===== config.mk =====
export PLATFORM = sky130hd
export DESIGN_NAME = gpt_walker
export DESIGN_NICKNAME = d
export VERILOG_FILES = /design/src/rtl/gpt_pkg.sv /design/src/rtl/gpt_entry_decode.sv /design/src/rtl/gpt_guard_match.sv /design/src/rtl/gpt_vpn_cursor.sv /design/src/rtl/gpt_walker.sv
export SDC_FILE = /design/constraint.sdc
export NUM_CORES = 1
export LEC_CHECK = 0
export ABC_AREA = 1
export BUFFER_PORTS_ARGS = -buffer_cell sky130_fd_sc_hd__buf_2
export CORE_MARGIN = 5
export CORE_UTILIZATION = 52
export CTS_CLUSTER_DIAMETER = 40
export DETAILED_ROUTE_END_ITERATION = 10
export GPL_ROUTABILITY_DRIVEN = 0
export PLACE_DENSITY = 0.8
export SETUP_SLACK_MARGIN = 0.3
export SLEW_MARGIN = 20
export SYNTH_ARGS = -nofsm -noshare
export SYNTH_HDL_FRONTEND = slang
export SYNTH_SLANG_ARGS = --single-unit

===== constraint.sdc =====
create_clock -name clk -period 2.7 [get_ports clk]
set_input_delay 0 -clock clk [delete_from_list [all_inputs] [get_ports clk]]
set_output_delay 0 -clock clk [all_outputs]
set_load 0.1 [all_outputs]

===== src/rtl/gpt_pkg.sv =====
// Package: shared sizes, entry type and fault codes of the guarded walker.
// Assumes the default geometry; every other width derives from these.
package gpt_pkg;
    parameter int VA_W   = 24;
    parameter int OFF_W  = 12;
    parameter int IDX_W  = 4;
    parameter int GLEN_W = 4;
    parameter int GMAX   = 8;
    parameter int PTR_W  = 12;

    localparam int VPN_W = VA_W - OFF_W;
    localparam int ENT_W = 2 + GLEN_W + GMAX + PTR_W;
    localparam int MA_W  = PTR_W + IDX_W;
    localparam int PA_W  = PTR_W + OFF_W;
    localparam int CNT_W = $clog2(VPN_W + 1);

    typedef struct packed {
        logic              valid;
        logic              is_leaf;
        logic [GLEN_W-1:0] glen;
        logic [GMAX-1:0]   guard;
        logic [PTR_W-1:0]  ptr;
    } ent_t;

    typedef enum logic [2:0] {
        F_NONE     = 3'd0,
        F_INVALID  = 3'd1,
        F_GUARD    = 3'd2,
        F_LEFTOVER = 3'd3,
        F_SHORT    = 3'd4
    } fault_e;
endpackage


===== src/rtl/gpt_entry_decode.sv =====
// Module: unpacks a fetched table entry and sizes its guard against the
// page-number bits still unconsumed. Purely combinational.
// Assumes rem never exceeds VPN_W.
module gpt_entry_decode
    import gpt_pkg::*;
(
    input  logic [ENT_W-1:0] raw,
    input  logic [CNT_W-1:0] rem,
    output ent_t             ent,
    output logic             glen_ok,
    output logic             fits,
    output logic [CNT_W-1:0] left
);
    localparam int CW = (CNT_W > GLEN_W) ? CNT_W : GLEN_W;

    logic [CW-1:0] glen_w;
    logic [CW-1:0] rem_w;

    // Split the raw word and compare lengths in a common width.
    always_comb begin
        ent     = ent_t'(raw);
        glen_w  = CW'(ent.glen);
        rem_w   = CW'(rem);
        glen_ok = (glen_w <= CW'(GMAX));
        fits    = (glen_w <= rem_w);
        left    = CNT_W'(rem_w - glen_w);
    end
endmodule


===== src/rtl/gpt_guard_match.sv =====
// Module: compares the low glen bits of a guard with the leading glen bits
// of the page-number window, with the guard's MSB-of-length against the
// first window bit. Assumes glen <= GMAX has been checked elsewhere.
module gpt_guard_match
    import gpt_pkg::*;
(
    input  logic [GMAX-1:0]   guard,
    input  logic [GLEN_W-1:0] glen,
    input  logic [GMAX-1:0]   window,
    output logic              match
);
    logic [GMAX-1:0]   aligned;
    logic [GLEN_W-1:0] sh;

    // Left-justify the guard, then compare only the first glen positions.
    always_comb begin
        sh      = GLEN_W'(GMAX) - glen;
        aligned = guard << sh;
        match   = 1'b1;
        for (int i = 0; i < GMAX; i++) begin
            if (GLEN_W'(i) < glen && aligned[GMAX-1-i] != window[GMAX-1-i])
                match = 1'b0;
        end
    end
endmodule


===== src/rtl/gpt_vpn_cursor.sv =====
// Module: holds the unconsumed page-number bits, left-justified, and their
// count. Consumes an index or a guard on command.
// Assumes callers never consume more bits than remain.
module gpt_vpn_cursor
    import gpt_pkg::*;
(
    input  logic              clk,
    input  logic              rst_n,
    input  logic              load,
    input  logic [VPN_W-1:0]  vpn_in,
    input  logic              take_idx,
    input  logic              take_glen,
    input  logic [GLEN_W-1:0] glen,
    output logic [VPN_W-1:0]  vsh,
    output logic [CNT_W-1:0]  rem,
    output logic [IDX_W-1:0]  idx
);
    // Shift register and counter for the consumption point.
    always_ff @(posedge clk) begin
        if (!rst_n) begin
            vsh <= '0;
            rem <= '0;
        end else if (load) begin
            vsh <= vpn_in;
            rem <= CNT_W'(VPN_W);
        end else if (take_idx) begin
            vsh <= vsh << IDX_W;
            rem <= rem - CNT_W'(IDX_W);
        end else if (take_glen) begin
            vsh <= vsh << glen;
            rem <= rem - CNT_W'(glen);
        end
    end

    // The next index is always the leading bits.
    assign idx = vsh[VPN_W-1 -: IDX_W];

    p_idx_bits_r9: assert property (@(posedge clk) disable iff (!rst_n)
        take_idx |-> (rem >= CNT_W'(IDX_W)))
        else $error("index taken with too few bits left");
endmodule


===== src/rtl/gpt_walker.sv =====
// Module: top of the guarded page table walker. Accepts one virtual
// address, reads one entry per level, matches guards and ends with a
// done pulse carrying a physical address or a fault code.
// Assumes the memory answers each strobe with exactly one mem_rd_valid.
module gpt_walker
    import gpt_pkg::*;
(
    input  logic             clk,
    input  logic             rst_n,
    input  logic [PTR_W-1:0] root_base,
    input  logic             req_valid,
    input  logic [VA_W-1:0]  req_va,
    output logic             req_ready,
    output logic             mem_rd_en,
    output logic [MA_W-1:0]  mem_rd_addr,
    input  logic             mem_rd_valid,
    input  logic [ENT_W-1:0] mem_rd_data,
    output logic             done,
    output logic             fault,
    output logic [2:0]       fault_code,
    output logic [PA_W-1:0]  pa
);
    typedef enum logic [1:0] {S_IDLE, S_ISSUE, S_WAIT} state_e;

    state_e           state;
    logic [PTR_W-1:0] base;
    logic [OFF_W-1:0] off;
    logic [VPN_W-1:0] vsh;
    logic [CNT_W-1:0] rem;
    logic [IDX_W-1:0] idx;
    ent_t             ent;
    logic             glen_ok, fits, match;
    logic [CNT_W-1:0] left;
    fault_e           code_n;
    logic             leaf_ok, descend, accept, resp, finish;

    assign req_ready   = (state == S_IDLE);
    assign accept      = req_valid && req_ready;
    assign resp        = (state == S_WAIT) && mem_rd_valid;
    assign finish      = resp && !descend;
    assign mem_rd_en   = (state == S_ISSUE);
    assign mem_rd_addr = {base, idx};

    gpt_vpn_cursor u_cursor (
        .clk       (clk),
        .rst_n     (rst_n),
        .load      (accept),
        .vpn_in    (req_va[VA_W-1:OFF_W]),
        .take_idx  (state == S_ISSUE),
        .take_glen (resp && descend),
        .glen      (ent.glen),
        .vsh       (vsh),
        .rem       (rem),
        .idx       (idx)
    );

    gpt_entry_decode u_dec (
        .raw     (mem_rd_data),
        .rem     (rem),
        .ent     (ent),
        .glen_ok (glen_ok),
        .fits    (fits),
        .left    (left)
    );

    gpt_guard_match u_guard (
        .guard  (ent.guard),
        .glen   (ent.glen),
        .window (vsh[VPN_W-1 -: GMAX]),
        .match  (match)
    );

    // Classify the returned entry in priority order.
    always_comb begin
        code_n  = F_NONE;
        leaf_ok = 1'b0;
        descend = 1'b0;
        if (!ent.valid || !glen_ok)
            code_n = F_INVALID;
        else if (!fits || !match)
            code_n = F_GUARD;
        else if (ent.is_leaf) begin
            if (left != '0) code_n = F_LEFTOVER;
            else            leaf_ok = 1'b1;
        end else if (left < CNT_W'(IDX_W))
            code_n = F_SHORT;
        else
            descend = 1'b1;
    end

    // Walk sequencing: idle, strobe a read, wait for its data.
    always_ff @(posedge clk) begin
        if (!rst_n)
            state <= S_IDLE;
        else begin
            unique case (state)
                S_IDLE:  if (accept) state <= S_ISSUE;
                S_ISSUE: state <= S_WAIT;
                S_WAIT:  if (resp) state <= descend ? S_ISSUE : S_IDLE;
                default: state <= S_IDLE;
            endcase
        end
    end

    // Table base and page offset for the walk in progress.
    always_ff @(posedge clk) begin
        if (!rst_n) begin
            base <= '0;
            off  <= '0;
        end else if (accept) begin
            base <= root_base;
            off  <= req_va[OFF_W-1:0];
        end else if (resp && descend)
            base <= ent.ptr;
    end

    // Result registers, updated every cycle and meaningful with done.
    always_ff @(posedge clk) begin
        if (!rst_n) begin
            done       <= 1'b0;
            fault      <= 1'b0;
            fault_code <= F_NONE;
            pa         <= '0;
        end else begin
            done       <= finish;
            fault      <= finish && !leaf_ok;
            fault_code <= finish ? code_n : F_NONE;
            pa         <= (finish && leaf_ok) ? {ent.ptr, off} : '0;
        end
    end

    p_ready_drop_r2: assert property (@(posedge clk) disable iff (!rst_n)
        (req_valid && req_ready) |=> !req_ready)
        else $error("ready high after acceptance");

    p_single_read_r3: assert property (@(posedge clk) disable iff (!rst_n)
        mem_rd_en |=> !mem_rd_en)
        else $error("read strobe longer than one cycle");

    p_done_pulse_r10: assert property (@(posedge clk) disable iff (!rst_n)
        done |=> !done)
        else $error("done longer than one cycle");

    p_pa_on_fault_r10: assert property (@(posedge clk) disable iff (!rst_n)
        (done && fault) |-> (pa == '0 && fault_code != 3'd0))
        else $error("fault result inconsistent");

    p_done_after_data_r11: assert property (@(posedge clk) disable iff (!rst_n)
        done |-> $past(mem_rd_valid))
        else $error("done without preceding read data");
endmodule


==> flow_summary.yaml, run 1 <==
timing:
  setup_violations: 0
  tightest_slew_ns: 0.6581
  skew_ns: 0.01376
  fin_tns_setup_ns: 0
  finalCritPeriodShare: 0.8749
  timing.slew.headroom: 0.5586
  slew_violations: 0
  max_freq_mhz: 423.3
  hold_viol: 0
  finalCriticalPeriod_ns: 2.362
  rsz0062_at_grt: "yes"
routing:
  firstDrtPassIters: 5
  drc_errors: 0
  antenna_left: 0
  drt_iter0_markers: 450
  vias: 4545
  routed_wl_mm: 12.88
  wire_per_inst_um: 15.28
  viasPerCell: 5.391
setup_path:
  crit_fanout: 6
  worstPathArrival_ns: 2.66
  r2r_end: "pa[16]"
  r2r-start: "u_cursor.rem[0]"
  critical_path_required_ns: 3.00
  rr_worst_depth: 14
  start_kind: "flip-flop"
  critPathCaptureType: "flip-flop"
  timing_worst_setup_path_type: "flip-flop to flip-flop"
  reg2reg_slack_ns: 0.34
die:
  die_w_um: 95.92
  dieHeight_um: 95.92
  die_area_um2: 9201
  row_count: 31
  start_util: 0.5321
  core_um2: 7214
  io_pins: 113
clocking:
  clk_pin_slew_ns: 0.09
  clk_latency_ns: 0.36
  cts_tree: "yes"
  ctsRootBufferMaster: "clkbuf_8"
  numCtsBuffers: 9
  cts.sinks: 71
  h-tree-depth: 3
  clock_path_buffers: 2
yosys:
  synth_xor_area_frac: 0.006845
  ys_seq_elements: 71
  ys.flop_type: "dfxtp_1"
  syn_nets: 655
  synth-compound-area-share: 0.1649
  async_reset_ff_frac: 0
  synth_top_family_by_area: "simple AND/OR/NAND/NOR gates"
  synthAdderAreaFrac: 0.02477
  synth_edf_count: 0
  syn-cell-area_um2: 3839
  synth-seq-area-share: 0.3703
  synthSimpleGateAreaFrac: 0.3194
  yosysUniqueCellTypes: 39
  avgSynthCellArea_um2: 6.596
  netlist_instances: 582
  synth_mux_area_frac: 0
  yosys_warnings: 0
power:
  ir_worst_vdd_mv: 0.4166
  p_leak_nw: 2.620
  totalPowerFinal_mw: 3.078
  p_per_area_nw_per_um2: 556.4
cells_and_area:
  layout-drive-gt1-share: 0.2907
  nNetsFinal: 811
  area_growth_pct: 44.13
  nFillCells: 530
global_route:
  grt_max_degree: 50
  grt_pass1_wl_mm: 18.43
  antenna_found_initial: 0
  grt_pass1_vias: 4167
  grt.total_usage: 0.2552
  overflow: 0
placed_design:
  io_buffers: 112
  hpwl_mm: 7.741
min_path:
  min_to: "base[8]"
  hold_path_class: "primary input to flip-flop"
  min_path_cells: 4
  worstHoldStart: "root_base[8]"
flow_run:
  maxCapViolations: 0
outcome:
  outcome: "finished clean"
## cell usage after synthesis (all sizes together) (2+ instances only)
cell type,n,area [um2]
nand2,154,588.1
nor2,84,345.3
dfxtp,71,1421
inv,65,244.0
o21ai,48,240.2
a21oi,41,205.2
nand3,41,222.7
buf,18,136.4
clkbuf,12,45.04
o21a,8,60.06
ha,6,75.07
nor3,5,25.02
nand4,4,25.02
a22oi,3,22.52
clkinv,3,11.26
xnor2,3,26.28
o211ai,2,15.01
o31ai,2,15.01
o32ai,2,17.52
## repair_timing
action,in CTS,in global routing
setup endpoints to repair,48,52
resized for setup,10,70
setup buffers,5,5
hold buffers,38,0
pin swaps,6,22
gates cloned,1,4
hold endpoints to repair,39,0
## placed cells by master, fill, tap and decap left out, types with 3 or more instances in the layout
| cell | n |
|---|---|
| nor2_4 | 19 |
| nand3_1 | 39 |
| a22oi_1 | 3 |
| o21a_1 | 8 |
| a21oi_1 | 39 |
| bufinv_16 | 3 |
| nand2_8 | 5 |
| o21ai_0 | 46 |
| buf_2 | 112 |
| buf_4 | 13 |
| nor2_1 | 55 |
| dfxtp_1 | 69 |
| xnor2_1 | 3 |
| nand2_2 | 13 |
| ha_1 | 4 |
| clkinv_1 | 3 |
| nor3_1 | 5 |
| nor2_2 | 10 |
| buf_6 | 4 |
| inv_1 | 56 |
| inv_2 | 8 |
| clkbuf_8 | 9 |
| nand4_1 | 4 |
| dlygate4sd3_1 | 38 |
| nand2_1 | 139 |
## sequential cells by signal (all words and copies together), names as in the netlist, 2 cells and up
name,count
state,2
base,12
u_cursor.vsh,12
off,12
fault_code,3
pa,24
u_cursor.rem,4
## per-stage QoR
| step | worst slack (ns) | util | cells | hold slack [ns] | area, um2 |
|---|---|---|---|---|---|
| final | 0.3379 | 0.7669 | 843 | 0.004863 | 5533 |
| after global routing | 0.1890 | 0.7666 | 842 | 0.01191 | 5530 |
| after CTS | 0.2844 | 0.7138 | 833 | 0.00003830 | 5150 |
| after detailed placement | 0.1369 | 0.6133 | 773 | 0.2345 | 4424 |
| after global placement | 0.2469 | 0.6133 | 773 | 0.2292 | 4424 |
| after floorplan | 0.3238 | - | 582 | 0.1122 | 3846 |
## worst max-delay path by stage
stage / startpoint / endpoint / slack [ns] / depth (start not counted)
after floorplan: mem_rd_data[21] / base[4] / 0.32 / 19
after global placement: mem_rd_data[20] / u_cursor.rem[3] / 0.25 / 18
after detailed placement: mem_rd_data[20] / pa[16] / 0.14 / 17
after CTS: u_cursor.rem[0] / u_cursor.rem[3] / 0.28 / 16
after global routing: u_cursor.rem[3] / pa[16] / 0.19 / 13
final: u_cursor.rem[0] / pa[16] / 0.34 / 14
## report_power, final
part           switching, mW  internal, mW
Sequential            0.0458          1.10
Clock                  0.455         0.626
Combinational          0.564         0.286
Total                   1.06          2.01
## routing by layer
layer | wire [um] | GRT usage | share of wire
met1 | 4934 | 0.3027 | 0.38
met2 | 6390 | 0.4372 | 0.50
met3 | 1077 | 0.06177 | 0.084
met4 | 477 | 0.1102 | 0.037
met5 | 0 | 0 | 0
## final cells by class
cell class                      instances  area [um2]  share of cell area
Timing Repair Buffer                  172        1184              0.2139
Clock inverter                          7       127.6             0.02307
Multi-Input combinational cell        416        2285              0.4129
Sequential cell                        71        1424              0.2574
Tap cell                               99       123.9             0.02239
Inverter                               68       262.8             0.04749
Clock buffer                            9       123.9             0.02239
Antenna cell                            1       2.502           0.0004523
## logic make-up after synthesis
| logic type | Yosys count |
|---|---|
| adder cells (fa/ha/maj) | 7 |
| AO/OA/AOI/OAI | 113 |
| XOR/XNOR | 3 |
| flip-flops | 71 |
| buffers and inverters | 98 |
| AND/OR/NAND/NOR | 290 |
## worst max-delay path, cell delays in order (launching register included)
cell      delay, ns
dfxtp_2        0.34
inv_2          0.04
ha_4           0.15
fa_2           0.35
o211ai_1       0.17
nand2_1        0.07
inv_1          0.06
nand2_1        0.05
nor2_2         0.08
nand2_2        0.09
buf_6          0.13
nor4_4         0.33
buf_6          0.20
nand2_8        0.11
nor2_4         0.12
(Power assumes the default switching activity.)
==> run 2, diff against run 1 <==
--- a/config.mk
+++ b/config.mk
@@ -7,12 +7,12 @@
 export LEC_CHECK = 0
 export ABC_AREA = 1
 export BUFFER_PORTS_ARGS = -buffer_cell sky130_fd_sc_hd__buf_2
+export CORE_ASPECT_RATIO = 1.75
 export CORE_MARGIN = 5
-export CORE_UTILIZATION = 52
+export CORE_UTILIZATION = 40
 export CTS_CLUSTER_DIAMETER = 40
 export DETAILED_ROUTE_END_ITERATION = 10
 export GPL_ROUTABILITY_DRIVEN = 0
-export PLACE_DENSITY = 0.8
 export SETUP_SLACK_MARGIN = 0.3
 export SLEW_MARGIN = 20
 export SYNTH_ARGS = -nofsm -noshare
==> run 2 against run 1 <==
  * Count of clock-buffer cells in the layout grew 1
  * Hold slack gained 0.018 ns
  * Global-route usage shrank 5.9 points
  * Register-to-register slack is essentially flat
  * Combinational power shrank 5.3%
  * First-iteration DRC count shrank 44%
  * Fmax grew 0.50%
  * Setup slack gained 0.012 ns
  * Cell count grew 0.95%
  * Sequential cell count is the same
  * Largest cell class unchanged
  * Largest power group is now the clock network
==> flow_summary.yaml, run 2 (synthesis results as in run 1) <==
global_route:
  grt.total_usage: 0.1960
  grt_pass1_wl_mm: 18.68
  grt_pass1_vias: 4159
  overflow: 0
  antenna_found_initial: 0
  grt_max_degree: 50
clocking:
  clk_latency_ns: 0.33
  numCtsBuffers: 9
  clk_pin_slew_ns: 0.06
  cts_tree: "yes"
  h-tree-depth: 3
  ctsRootBufferMaster: "clkbuf_16"
  clock_path_buffers: 2
  cts.sinks: 71
min_path:
  hold_path_class: "primary input to flip-flop"
  min_path_cells: 5
setup_path:
  worstPathArrival_ns: 2.58
  critPathCaptureType: "flip-flop"
  start_kind: "flip-flop"
  cp-startpoint: "u_cursor.rem[0]"
  rr_worst_depth: 16
  r2r_end: "u_cursor.vsh[4]"
  r2r-start: "u_cursor.rem[0]"
  endpoint: "u_cursor.vsh[4]"
  timing_worst_setup_path_type: "flip-flop to flip-flop"
  critical_path_required_ns: 2.93
  crit_fanout: 6
  reg2reg_slack_ns: 0.35
cells_and_area:
  final_cell_mix: "nand2_1 (146), buf_2 (112), nor2_1 (71), dfxtp_1 (70), inv_1 (56)"
  largest_reg_flops: 24
  nNetsFinal: 797
  final_cell_area_um2: 5285
  area_growth_pct: 37.68
  diodes: 0
  largest-register: "pa"
  layout_commonest_cell: "nand2_1"
  layout-drive-gt1-share: 0.2620
  nFillCells: 918
routing:
  wire_per_inst_um: 13.94
  drt_iter0_markers: 250
  antenna_left: 0
  drc_errors: 0
  vias: 4219
  routed_wl_mm: 11.87
  viasPerCell: 4.958
  firstDrtPassIters: 4
timing:
  setup_violations: 0
  fin_tns_setup_ns: 0
  rsz0062_at_grt: "yes"
  timing.slew.headroom: 0.6337
  whs_ns: 0.02244
  setup_slack_ns: 0.3497
  skew_ns: 0.005549
  finalCriticalPeriod_ns: 2.350
  hold_viol: 0
  tightest_slew_ns: 0.5461
  finalCritPeriodShare: 0.8705
  max_freq_mhz: 425.5
  slew_violations: 0
power:
  totalPowerFinal_mw: 3.155
  ir_worst_vdd_mv: 0.4786
  p_per_area_nw_per_um2: 597.0
  p_leak_nw: 2.593
die:
  core_um2: 9409
  die_area_um2: 11730
  row_count: 47
  start_util: 0.4080
  dieHeight_um: 139.6
  io_pins: 113
  die_w_um: 84.05
placed_design:
  hpwl_mm: 8.696
  io_buffers: 112
  place_ws_ns: 0.2716
  placed_area_um2: 4493
outcome:
  outcome: "finished clean"
flow_run:
  maxCapViolations: 0
## run 2: changes by cell type in the layout (fill, tap and decap cells not counted), sizes merged
cell / change
buf: -2
inv: -1
clkbuf: +1
nand2: -3
dlygate4sd3: -10
bufinv: -2
diode: -1
nand3: +1
clkinvlp: +2
## run 2: worst min path at each step
stage / startpoint / end / slack (ns)
after CTS: root_base[11] / base[11] / 0.01
after floorplan: mem_rd_data[0] / pa[12] / 0.11
after detailed placement: mem_rd_data[10] / pa[22] / 0.23
final: req_va[23] / u_cursor.vsh[11] / 0.02
after global routing: root_base[1] / base[1] / 0.03
after global placement: mem_rd_data[10] / pa[22] / 0.23
## run 2: worst max-delay path, cell delays in order (launching register included)
cell	delay, ns
dfxtp_2	0.33
inv_2	0.04
ha_4	0.15
fa_2	0.36
o211ai_1	0.16
nand2_1	0.06
inv_1	0.05
nand2_1	0.05
nor2_2	0.08
nand2_2	0.08
nor2_4	0.18
nand3_4	0.20
nand3_4	0.18
clkbuf_16	0.19
nand2_2	0.04
nand2_1	0.05
nor2_1	0.05
## run 2: final cells by class
class	count	area [um2]	share of cell area
clock buffer	10	239.0	0.04522
clock inverter	6	67.56	0.01278
inverter	68	257.7	0.04877
multi-input combinational	414	2082	0.3939
sequential	71	1423	0.2692
tap	122	152.6	0.02888
timing repair buffer	160	1064	0.2012
## run 2: stage by stage
step           cells  utilization
2_1_floorplan    582            -
3_3_place_gp     798       0.4775
3_5_place_dp     798       0.4775
4_1_cts          842       0.5407
5_1_grt          851       0.5617
6_report         851       0.5617
## run 2: timing repair
action                     CTS  global route
resized for setup            1            29
cloned                       0             3
hold buffers                28             0
setup buffers                0             6
pin swaps                    0            14
hold endpoints to repair    29             0
setup endpoints to repair   10            53
## run 2: layer usage
metal	wire, um	part of all wire	track usage
met1	4264	0.36	0.1931
met2	6481	0.55	0.3630
met3	719	0.061	0.05677
met4	400	0.034	0.1008
met5	0	0	0
## run 2: where the power goes
| group | switching [mW] | internal [mW] | leakage (nW) |
|---|---|---|---|
| registers | 0.0433 | 1.10 | 0.581 |
| logic | 0.537 | 0.269 | 1.87 |
| clock network | 0.461 | 0.743 | 0.145 |
| total | 1.04 | 2.11 | 2.59 |
